$ cat src/rtl/tone_pkg.sv
package tone_pkg;

    localparam logic [7:0] OP_STOP      = 8'h09;
    localparam logic [7:0] OP_TONE_LO   = 8'h0A;
    localparam logic [7:0] OP_TONE_MID  = 8'h0B;
    localparam logic [7:0] OP_TONE_HI   = 8'h0C;
    localparam logic [7:0] OP_TONE_REG  = 8'h0D;
    localparam logic [7:0] OP_SET_PARAM = 8'h0E;

    typedef enum logic [2:0] {
        ENV_IDLE,
        ENV_ATTACK,
        ENV_DECAY,
        ENV_SUSTAIN,
        ENV_RELEASE
    } env_state_t;

    typedef struct packed {
        logic [3:0] atk;
        logic [3:0] dcy;
        logic [3:0] sus;
        logic [3:0] rls;
        logic [3:0] vol;
        logic [3:0] shape;
    } snd_param_t;

    // accumulator increment for a frequency at a given clock rate
    function automatic logic [63:0] phase_step(input longint unsigned freq,
                                               input longint unsigned clk_hz,
                                               input int unsigned acc_w);
        return (64'(freq) << acc_w) / 64'(clk_hz);
    endfunction

endpackage

$ cat src/rtl/tone_ms_tick.sv
module tone_ms_tick #(
    parameter int unsigned CYC_PER_MS = 125000
) (
    input  logic clk,
    input  logic rst_n,
    input  logic restart,
    output logic tick
);
    localparam int unsigned CW = (CYC_PER_MS > 1) ? $clog2(CYC_PER_MS) : 1;
    localparam logic [CW-1:0] LAST = CW'(CYC_PER_MS - 1);

    logic [CW-1:0] cnt_d, cnt_q;

    always_comb begin
        tick = (cnt_q == LAST);
        if (restart || tick) begin
            cnt_d = '0;
        end else begin
            cnt_d = cnt_q + 1'b1;
        end
    end

    always_ff @(posedge clk or negedge rst_n) begin
        if (!rst_n) begin
            cnt_q <= '0;
        end else begin
            cnt_q <= cnt_d;
        end
    end
endmodule

$ cat src/rtl/tone_phase.sv
module tone_phase #(
    parameter int unsigned ACC_W = 24
) (
    input  logic             clk,
    input  logic             rst_n,
    input  logic             load,
    input  logic [ACC_W-1:0] step_in,
    input  logic [3:0]       shape,
    output logic             wave
);
    typedef struct packed {
        logic [ACC_W-1:0] acc;
        logic [ACC_W-1:0] step;
    } phase_t;

    phase_t ph_d, ph_q;

    always_comb begin
        ph_d = ph_q;
        if (load) begin
            ph_d.acc  = '0;
            ph_d.step = step_in;
        end else begin
            ph_d.acc  = ph_q.acc + ph_q.step;
        end
    end

    // shape 0: half-period high; otherwise top quarter of the phase only
    always_comb begin
        if (shape == 4'd0) begin
            wave = ph_q.acc[ACC_W-1];
        end else begin
            wave = ph_q.acc[ACC_W-1] & ph_q.acc[ACC_W-2];
        end
    end

    always_ff @(posedge clk or negedge rst_n) begin
        if (!rst_n) begin
            ph_q <= '0;
        end else begin
            ph_q <= ph_d;
        end
    end
endmodule

$ cat src/rtl/tone_env.sv
module tone_env
    import tone_pkg::*;
#(
    parameter int unsigned LVL_W = 8
) (
    input  logic             clk,
    input  logic             rst_n,
    input  logic             start,
    input  logic             kill,
    input  logic             fade,
    input  logic             tick,
    input  logic [3:0]       atk,
    input  logic [3:0]       dcy,
    input  logic [3:0]       sus,
    input  logic [3:0]       rls,
    output env_state_t       state,
    output logic [LVL_W-1:0] level
);
    localparam int unsigned SH        = LVL_W - 8;
    localparam int unsigned SUS_SCALE = ((1 << LVL_W) - 1) / 15;
    localparam logic [LVL_W-1:0] TOP  = {LVL_W{1'b1}};

    typedef struct packed {
        env_state_t       st;
        logic [LVL_W-1:0] lvl;
    } env_t;

    env_t env_d, env_q;

    function automatic logic [LVL_W-1:0] rate_of(input logic [3:0] n);
        return LVL_W'(5'd16 - {1'b0, n}) << SH;
    endfunction

    logic [LVL_W-1:0] r_atk, r_dcy, r_rls, sus_lvl;
    logic [LVL_W:0]   up_sum, dn_floor;

    always_comb begin
        r_atk    = rate_of(atk);
        r_dcy    = rate_of(dcy);
        r_rls    = rate_of(rls);
        sus_lvl  = LVL_W'(SUS_SCALE * 32'(sus));
        up_sum   = {1'b0, env_q.lvl} + {1'b0, r_atk};
        dn_floor = {1'b0, sus_lvl} + {1'b0, r_dcy};

        env_d = env_q;
        if (kill) begin
            env_d.st  = ENV_IDLE;
            env_d.lvl = '0;
        end else if (start) begin
            env_d.st  = ENV_ATTACK;
            env_d.lvl = '0;
        end else if (fade && env_q.st != ENV_IDLE) begin
            env_d.st  = ENV_RELEASE;
        end else if (tick) begin
            case (env_q.st)
                ENV_ATTACK: begin
                    if (up_sum >= {1'b0, TOP}) begin
                        env_d.lvl = TOP;
                        env_d.st  = ENV_DECAY;
                    end else begin
                        env_d.lvl = up_sum[LVL_W-1:0];
                    end
                end
                ENV_DECAY: begin
                    if ({1'b0, env_q.lvl} <= dn_floor) begin
                        env_d.lvl = sus_lvl;
                        env_d.st  = ENV_SUSTAIN;
                    end else begin
                        env_d.lvl = env_q.lvl - r_dcy;
                    end
                end
                ENV_RELEASE: begin
                    if (env_q.lvl <= r_rls) begin
                        env_d.lvl = '0;
                        env_d.st  = ENV_IDLE;
                    end else begin
                        env_d.lvl = env_q.lvl - r_rls;
                    end
                end
                default: begin
                    env_d = env_q;
                end
            endcase
        end
    end

    always_ff @(posedge clk or negedge rst_n) begin
        if (!rst_n) begin
            env_q <= '{st: ENV_IDLE, lvl: '0};
        end else begin
            env_q <= env_d;
        end
    end

    assign state = env_q.st;
    assign level = env_q.lvl;
endmodule

$ cat src/rtl/tone_gen.sv
module tone_gen
    import tone_pkg::*;
#(
    parameter int unsigned CLK_HZ = 125000000,
    parameter int unsigned ACC_W  = 24,
    parameter int unsigned LVL_W  = 8,
    parameter int unsigned FRAC   = 16
) (
    input  logic             clk,
    input  logic             rst_n,
    input  logic             cmd_valid,
    input  logic [7:0]       cmd_op,
    input  logic [7:0]       cmd_b1,
    input  logic [7:0]       cmd_b2,
    input  logic [7:0]       cmd_b3,
    input  logic [15:0]      cmd_pitch,
    output logic             wave,
    output logic [LVL_W-1:0] audio,
    output logic             sounding,
    output logic             timing
);
    localparam int unsigned CYC_PER_MS = CLK_HZ / 1000;
    localparam int unsigned DUR_W      = 16;
    localparam logic [ACC_W-1:0] STEP_LO  = ACC_W'(phase_step(500,  CLK_HZ, ACC_W));
    localparam logic [ACC_W-1:0] STEP_MID = ACC_W'(phase_step(1000, CLK_HZ, ACC_W));
    localparam logic [ACC_W-1:0] STEP_HI  = ACC_W'(phase_step(1500, CLK_HZ, ACC_W));
    localparam logic [63:0] PITCH_MULT = (64'd1 << (ACC_W + FRAC)) / 64'(CLK_HZ);
    localparam snd_param_t PRM_RESET = '{atk: 4'h0, dcy: 4'h0, sus: 4'hF,
                                         rls: 4'h0, vol: 4'hF, shape: 4'h0};

    typedef struct packed {
        logic [DUR_W-1:0] dur;
        snd_param_t       prm;
    } ctl_t;

    ctl_t ctl_d, ctl_q;

    logic             is_play, do_start, do_stop, do_param, expire, tick;
    logic [DUR_W-1:0] dur_cmd;
    logic [ACC_W-1:0] step_sel;
    logic [63:0]      pitch_prod;
    env_state_t       env_state;
    logic [LVL_W-1:0] env_level;
    logic [LVL_W+3:0] scaled;

    always_comb begin
        is_play  = cmd_valid && (cmd_op == OP_TONE_LO  || cmd_op == OP_TONE_MID ||
                                 cmd_op == OP_TONE_HI  || cmd_op == OP_TONE_REG);
        dur_cmd  = {cmd_b3, cmd_b2};
        do_start = is_play && (dur_cmd != '0);
        do_stop  = cmd_valid && (cmd_op == OP_STOP);
        do_param = cmd_valid && (cmd_op == OP_SET_PARAM);
        expire   = tick && (ctl_q.dur == DUR_W'(1)) && !do_start && !do_stop;
    end

    always_comb begin
        pitch_prod = 64'(cmd_pitch) * PITCH_MULT;
        case (cmd_op)
            OP_TONE_LO:  step_sel = STEP_LO;
            OP_TONE_MID: step_sel = STEP_MID;
            OP_TONE_HI:  step_sel = STEP_HI;
            default:     step_sel = pitch_prod[FRAC +: ACC_W];
        endcase
    end

    always_comb begin
        ctl_d = ctl_q;
        if (do_stop) begin
            ctl_d.dur = '0;
        end else if (do_start) begin
            ctl_d.dur = dur_cmd;
        end else if (tick && ctl_q.dur != '0) begin
            ctl_d.dur = ctl_q.dur - 1'b1;
        end
        if (do_param) begin
            ctl_d.prm = snd_param_t'({cmd_b1, cmd_b2, cmd_b3});
        end
    end

    always_ff @(posedge clk or negedge rst_n) begin
        if (!rst_n) begin
            ctl_q <= '{dur: '0, prm: PRM_RESET};
        end else begin
            ctl_q <= ctl_d;
        end
    end

    tone_ms_tick #(.CYC_PER_MS(CYC_PER_MS)) u_tick (
        .clk     (clk),
        .rst_n   (rst_n),
        .restart (do_start),
        .tick    (tick)
    );

    tone_phase #(.ACC_W(ACC_W)) u_phase (
        .clk     (clk),
        .rst_n   (rst_n),
        .load    (do_start),
        .step_in (step_sel),
        .shape   (ctl_q.prm.shape),
        .wave    (wave)
    );

    tone_env #(.LVL_W(LVL_W)) u_env (
        .clk   (clk),
        .rst_n (rst_n),
        .start (do_start),
        .kill  (do_stop),
        .fade  (expire),
        .tick  (tick),
        .atk   (ctl_q.prm.atk),
        .dcy   (ctl_q.prm.dcy),
        .sus   (ctl_q.prm.sus),
        .rls   (ctl_q.prm.rls),
        .state (env_state),
        .level (env_level)
    );

    always_comb begin
        scaled   = env_level * ctl_q.prm.vol;
        audio    = wave ? scaled[LVL_W+3:4] : '0;
        sounding = (env_state != ENV_IDLE);
        timing   = (ctl_q.dur != '0);
    end
endmodule

$ cat config.mk
export PLATFORM = sky130hd
export DESIGN_NAME = tone_gen
export DESIGN_NICKNAME = d
export VERILOG_FILES = /design/src/rtl/tone_pkg.sv /design/src/rtl/tone_ms_tick.sv /design/src/rtl/tone_phase.sv /design/src/rtl/tone_env.sv /design/src/rtl/tone_gen.sv
export SDC_FILE = /design/constraint.sdc
export NUM_CORES = 1
export LEC_CHECK = 0
export BUFFER_PORTS_ARGS = -buffer_cell sky130_fd_sc_hd__buf_4
export CAP_MARGIN = 0
export CORE_ASPECT_RATIO = 1.5
export CORE_UTILIZATION = 50
export DETAILED_ROUTE_END_ITERATION = 8
export HOLD_SLACK_MARGIN = 0.06
export PLACE_DENSITY = 0.73
export SYNTH_ARGS = -nofsm -noshare
export SYNTH_HDL_FRONTEND = slang
export SYNTH_SLANG_ARGS = --single-unit
$ cat constraint.sdc
create_clock -name clk -period 5.6 [get_ports clk]
set_input_delay 1.12 -clock clk [delete_from_list [all_inputs] [get_ports clk]]
set_output_delay 1.12 -clock clk [all_outputs]
set_load 0.005 [all_outputs]
==> results by group <==
Worst setup path
  • Critical path type: flop to primary output
  • Reg-to-Reg Start: ctl_q[16]$_DFFE_PN0P_
  • CP max-delay cell: dfstp_2
  • Crit-path most repeated cell: fa_1
  • Reg2Reg Depth: 17
  • Worst EP arrival: approximately 4200 ps
  • Critical Path RT: roughly 4500 ps
  • Critical path, cell by cell: nand2_1 > fa_1 > fa_1 > inv_1 > ha_1 > and4_1 > a21oi_2 > o21bai_2 > a2111oi_4 > nor3_1 > a2111oi_2 > xor2_1 > nor2_1 > buf_4
  • FF-to-FF End: u_env.level[2]$_DFFE_PN0P_
  • Worst Path Max Fanout: 9
  • Reg2reg setup slack: about 1300 ps
  • Worst Setup Start Kind: flop
  • CP peak stage delay: slightly above 600 ps
  • Crit end category: primary output

Detailed routing
  • # DRC: 0
  • Drt initial violations: 457
  • WL met3: between 700 and 800 um
  • Met1 wire length: a little over 9 mm
  • Pre-antenna DRT Iters: 5
  • Vias after detailed routing: roughly 8300
  • Top layer in use: met4
  • Wire per inst: 15.5 um
  • Antenna viol nets, final: 0
  • WL final: 22.8 mm
  • Vias per cell: roughly 5.6
  • WL met2: between 10 and 15 mm

Floorplanning
  • Die area: roughly 22000 um^2
  • Total core area: 20400 um^2
  • DIE WIDTH: between 100 and 150 um
  • Starting Density: roughly 50%
  • # IOs: 62
  • Die Y: roughly 180 um
  • Rows: 64

Yosys
  • Register area share after synthesis: about a quarter
  • Async S/R FF share, synth: between 90% and 100%
  • Yosys reg bits: around 110
  • EDFF count, synth: 0
  • Synth warn: 0
  • Top post-synthesis cells by area: dfrtp_1, ha_1, fa_1, inv_1, xor2_1
  • Most used DFF post-synth: dfrtp_1
  • Post-synth top area share: 23.4%
  • Post-synth net total: between 1000 and 1500
  • Mapped Cells: 1146
  • Count of cell types in the netlist: 79
  • Avg Cell Area, Syn: 9.13 um^2
  • Synth Cell Area: approximately 10000 um^2
  • Area leader, netlist: dfrtp_1

Finish
  • Fillers: 1838
  • Layout cells sized above 1: 11.1%
  • # nets final: 1457
  • Ant. Diodes: 0
  • Multi-input gate area: around 7200 um^2
  • Area growth syn-to-layout: 10.1%
  • Layout Cells excl Fill: around 1500
  • Register Area: 2660 um^2

Pwr
  • VDD IR-drop max: 175 uV
  • LEAKAGE: between 0.005 and 0.006 uW
  • Cell Pwr Density: a little under 300 nW/um^2

Timing
  • Final setup margin: 251 ps
  • Fmax: 0.187 GHz
  • Final number of hold-violating endpoints: 0
  • RSZ-0062 raised after global routing: no
  • Setup_tns: 0 ps
  • Final min period: 5350 ps
  • Final cycle utilization of the critical path: between 90 and 100%
  • Finish-stage setup viols: 0
  • Worst Skew: slightly above 7 ps
  • Relative slew slack: a little under a quarter
  • Worst Max-Slew Pin Slew: between 1000 and 1500 ps
  • Max Slew Vio Count: 0

Min path
  • Worst hold path startpoint: u_phase.ph_q[10]$_DFFE_PN0P_
  • Worst hold endpoint: u_phase.ph_q[10]$_DFFE_PN0P_
  • Hold Path Class: flop to flop
  • Worst Hold Path Cells: 2

Clock tree
  • Number of post-CTS setup repair buffers: 0
  • Clock Path Buffers: 2
  • Clk sinks: between 100 and 150
  • Clock transition at the registers of the reported paths: about 70 ps
  • Root buffer cell: clkbuf_16
  • Inserted Clock Buffers: 9
  • Clk_lat worst skew: roughly 350 ps
  • H-tree levels: 3
  • CTS tree: built

Global route
  • Antenna violations before repair: 0
  • Total global routing overflow: 0
  • Number of global-route vias before repair: around 8400
  • Pin count of the biggest net entering global routing: between 60 and 70
  • Gr usage total: 22.7%
  • First-pass GRT wire length: between 30 and 40 mm

Place
  • Placed Cells: 1455
  • IO buf count: 61
  • DPL Wire Length: 18.3 mm
  • RePlAce Congestion: slightly above 0.9
  • Setup WS pre-CTS: ~200 ps

Job
  • Max-cap viol count: 0

Status
  • Status: finished, final reports clean
## synth_stat cells (all sizes together) (2+ instances only)
cell     count
o311ai       7
or2          5
clkbuf      22
buf          3
a21oi       60
or3         14
nor2        97
nand2       79
o31ai        4
and3        12
a211oi      20
xnor2       35
nor3b        6
and4         6
o21ai       52
or4          5
a211o        2
nand4       11
a31oi       12
a2111oi      5
o211ai       4
nor4        11
nand3       28
o21a         8
o21bai       6
nand4b       3
ha         141
a21o        18
inv        140
dfrtp       98
a21boi       2
nor3        24
o22ai        2
o221ai       4
and2        21
nor2b        9
nand2b      10
fa          63
dfstp        8
xor2        43
nand3b       2
mux2        19
a22o         4
## stage by stage
step	cell area (um^2)	util (%)	power [uW]	hold WS, ps
floorplan	10500	-	2440	450
global placement	11200	54.9	2800	474
detailed placement	11200	54.9	2860	480
CTS	11500	56.4	3470	495
global route	11500	56.4	3770	531
finish	11500	56.4	3440	491
## where the power goes
group | internal, uW | switching [uW] | leakage (uW) | total [uW]
logic | 798 | 950 | 0.00427 | 1750
clock network | 311 | 279 | 0.000128 | 590
registers | 951 | 146 | 0.00129 | 1100
## per-layer routing
metal  up-vias  GRT usage, %
met2       136          44.9
met5         -             0
met1      4001          24.9
li1       4086             -
met4         0          6.82
met3        27          2.48
## logic make-up after synthesis
| kind of cell | share of synthesized area (%) |
|---|---|
| fa+ha+maj | 28.9 |
| mux | 2.05 |
| flops | 25.5 |
| simple gates | 16.9 |
| xor+xnor | 6.53 |
| compound gates | 14.2 |
| buf+inv | 5.96 |
## sequential cells by signal (all words and copies together) (netlist names)
signal / count
ctl_q: 40
u_phase.ph_q: 38
u_tick.cnt_q: 17
u_env.level: 8
u_env.state: 3
## cell type report
type	count	area share, %
inverters	140	4.56
multi-input cells	875	62.5
clock inverters	4	0.250
clock buffers	11	2.11
flip-flops and latches	106	23.1
well taps	264	2.87
repair buffers	70	4.56
## cell usage in the layout (no fill, tap or decap), drive strengths merged, types with 7 or more instances in the layout
cell type  netlist  layout
nor2            97      97
o21a             8       8
ha             141     141
a211oi          20      20
nor3            24      24
a21oi           60      60
nor4            11      11
nand4           11      11
nand2           79      79
fa              63      63
and2            21      21
buf              3      70
dfstp            8       8
o311ai           7       7
a31oi           12      12
xor2            43      43
inv            140     140
nand3           28      28
clkbuf          22      11
mux2            19      19
nor2b            9       9
nand2b          10      10
o21ai           52      52
and3            12      12
dfrtp           98      98
xnor2           35      35
or3             14      14
a21o            18      18
## worst max path at each step
| stage | startpoint | end | cells after the start |
|---|---|---|---|
| 2_1_floorplan | ctl_q[7]$_DFFE_PN1P_ | audio[7] | 14 |
| 3_3_place_gp | cmd_pitch[3] | u_phase.ph_q[12]$_DFFE_PN0P_ | 15 |
| 3_5_place_dp | cmd_pitch[3] | u_phase.ph_q[12]$_DFFE_PN0P_ | 15 |
| 4_1_cts | ctl_q[7]$_DFFE_PN1P_ | audio[7] | 14 |
| 5_1_grt | ctl_q[7]$_DFFE_PN1P_ | audio[7] | 14 |
| 6_report | ctl_q[7]$_DFFE_PN1P_ | audio[7] | 14 |
## critical path: cells and delay by family, from the launching register on
| family | cells | cell delay, ps |
|---|---|---|
| and+or+nand+nor | 4 | 480 |
| xor gates and xnor gates | 1 | 180 |
| buffers and inverters | 2 | 170 |
| AOI/OAI and AO/OA | 4 | 1070 |
| DFF | 1 | 620 |
| adders and majority gates | 3 | 1350 |
## what timing repair did
| item | 4_1_cts | 5_1_grt |
|---|---|---|
| hold buffers | 0 | 0 |
| endpoints found under the setup margin | 1 | 2 |
| gates resized for setup | 3 | 2 |
| pin swaps | 0 | 1 |
Note: power is estimated with default switching activity, not from simulation.
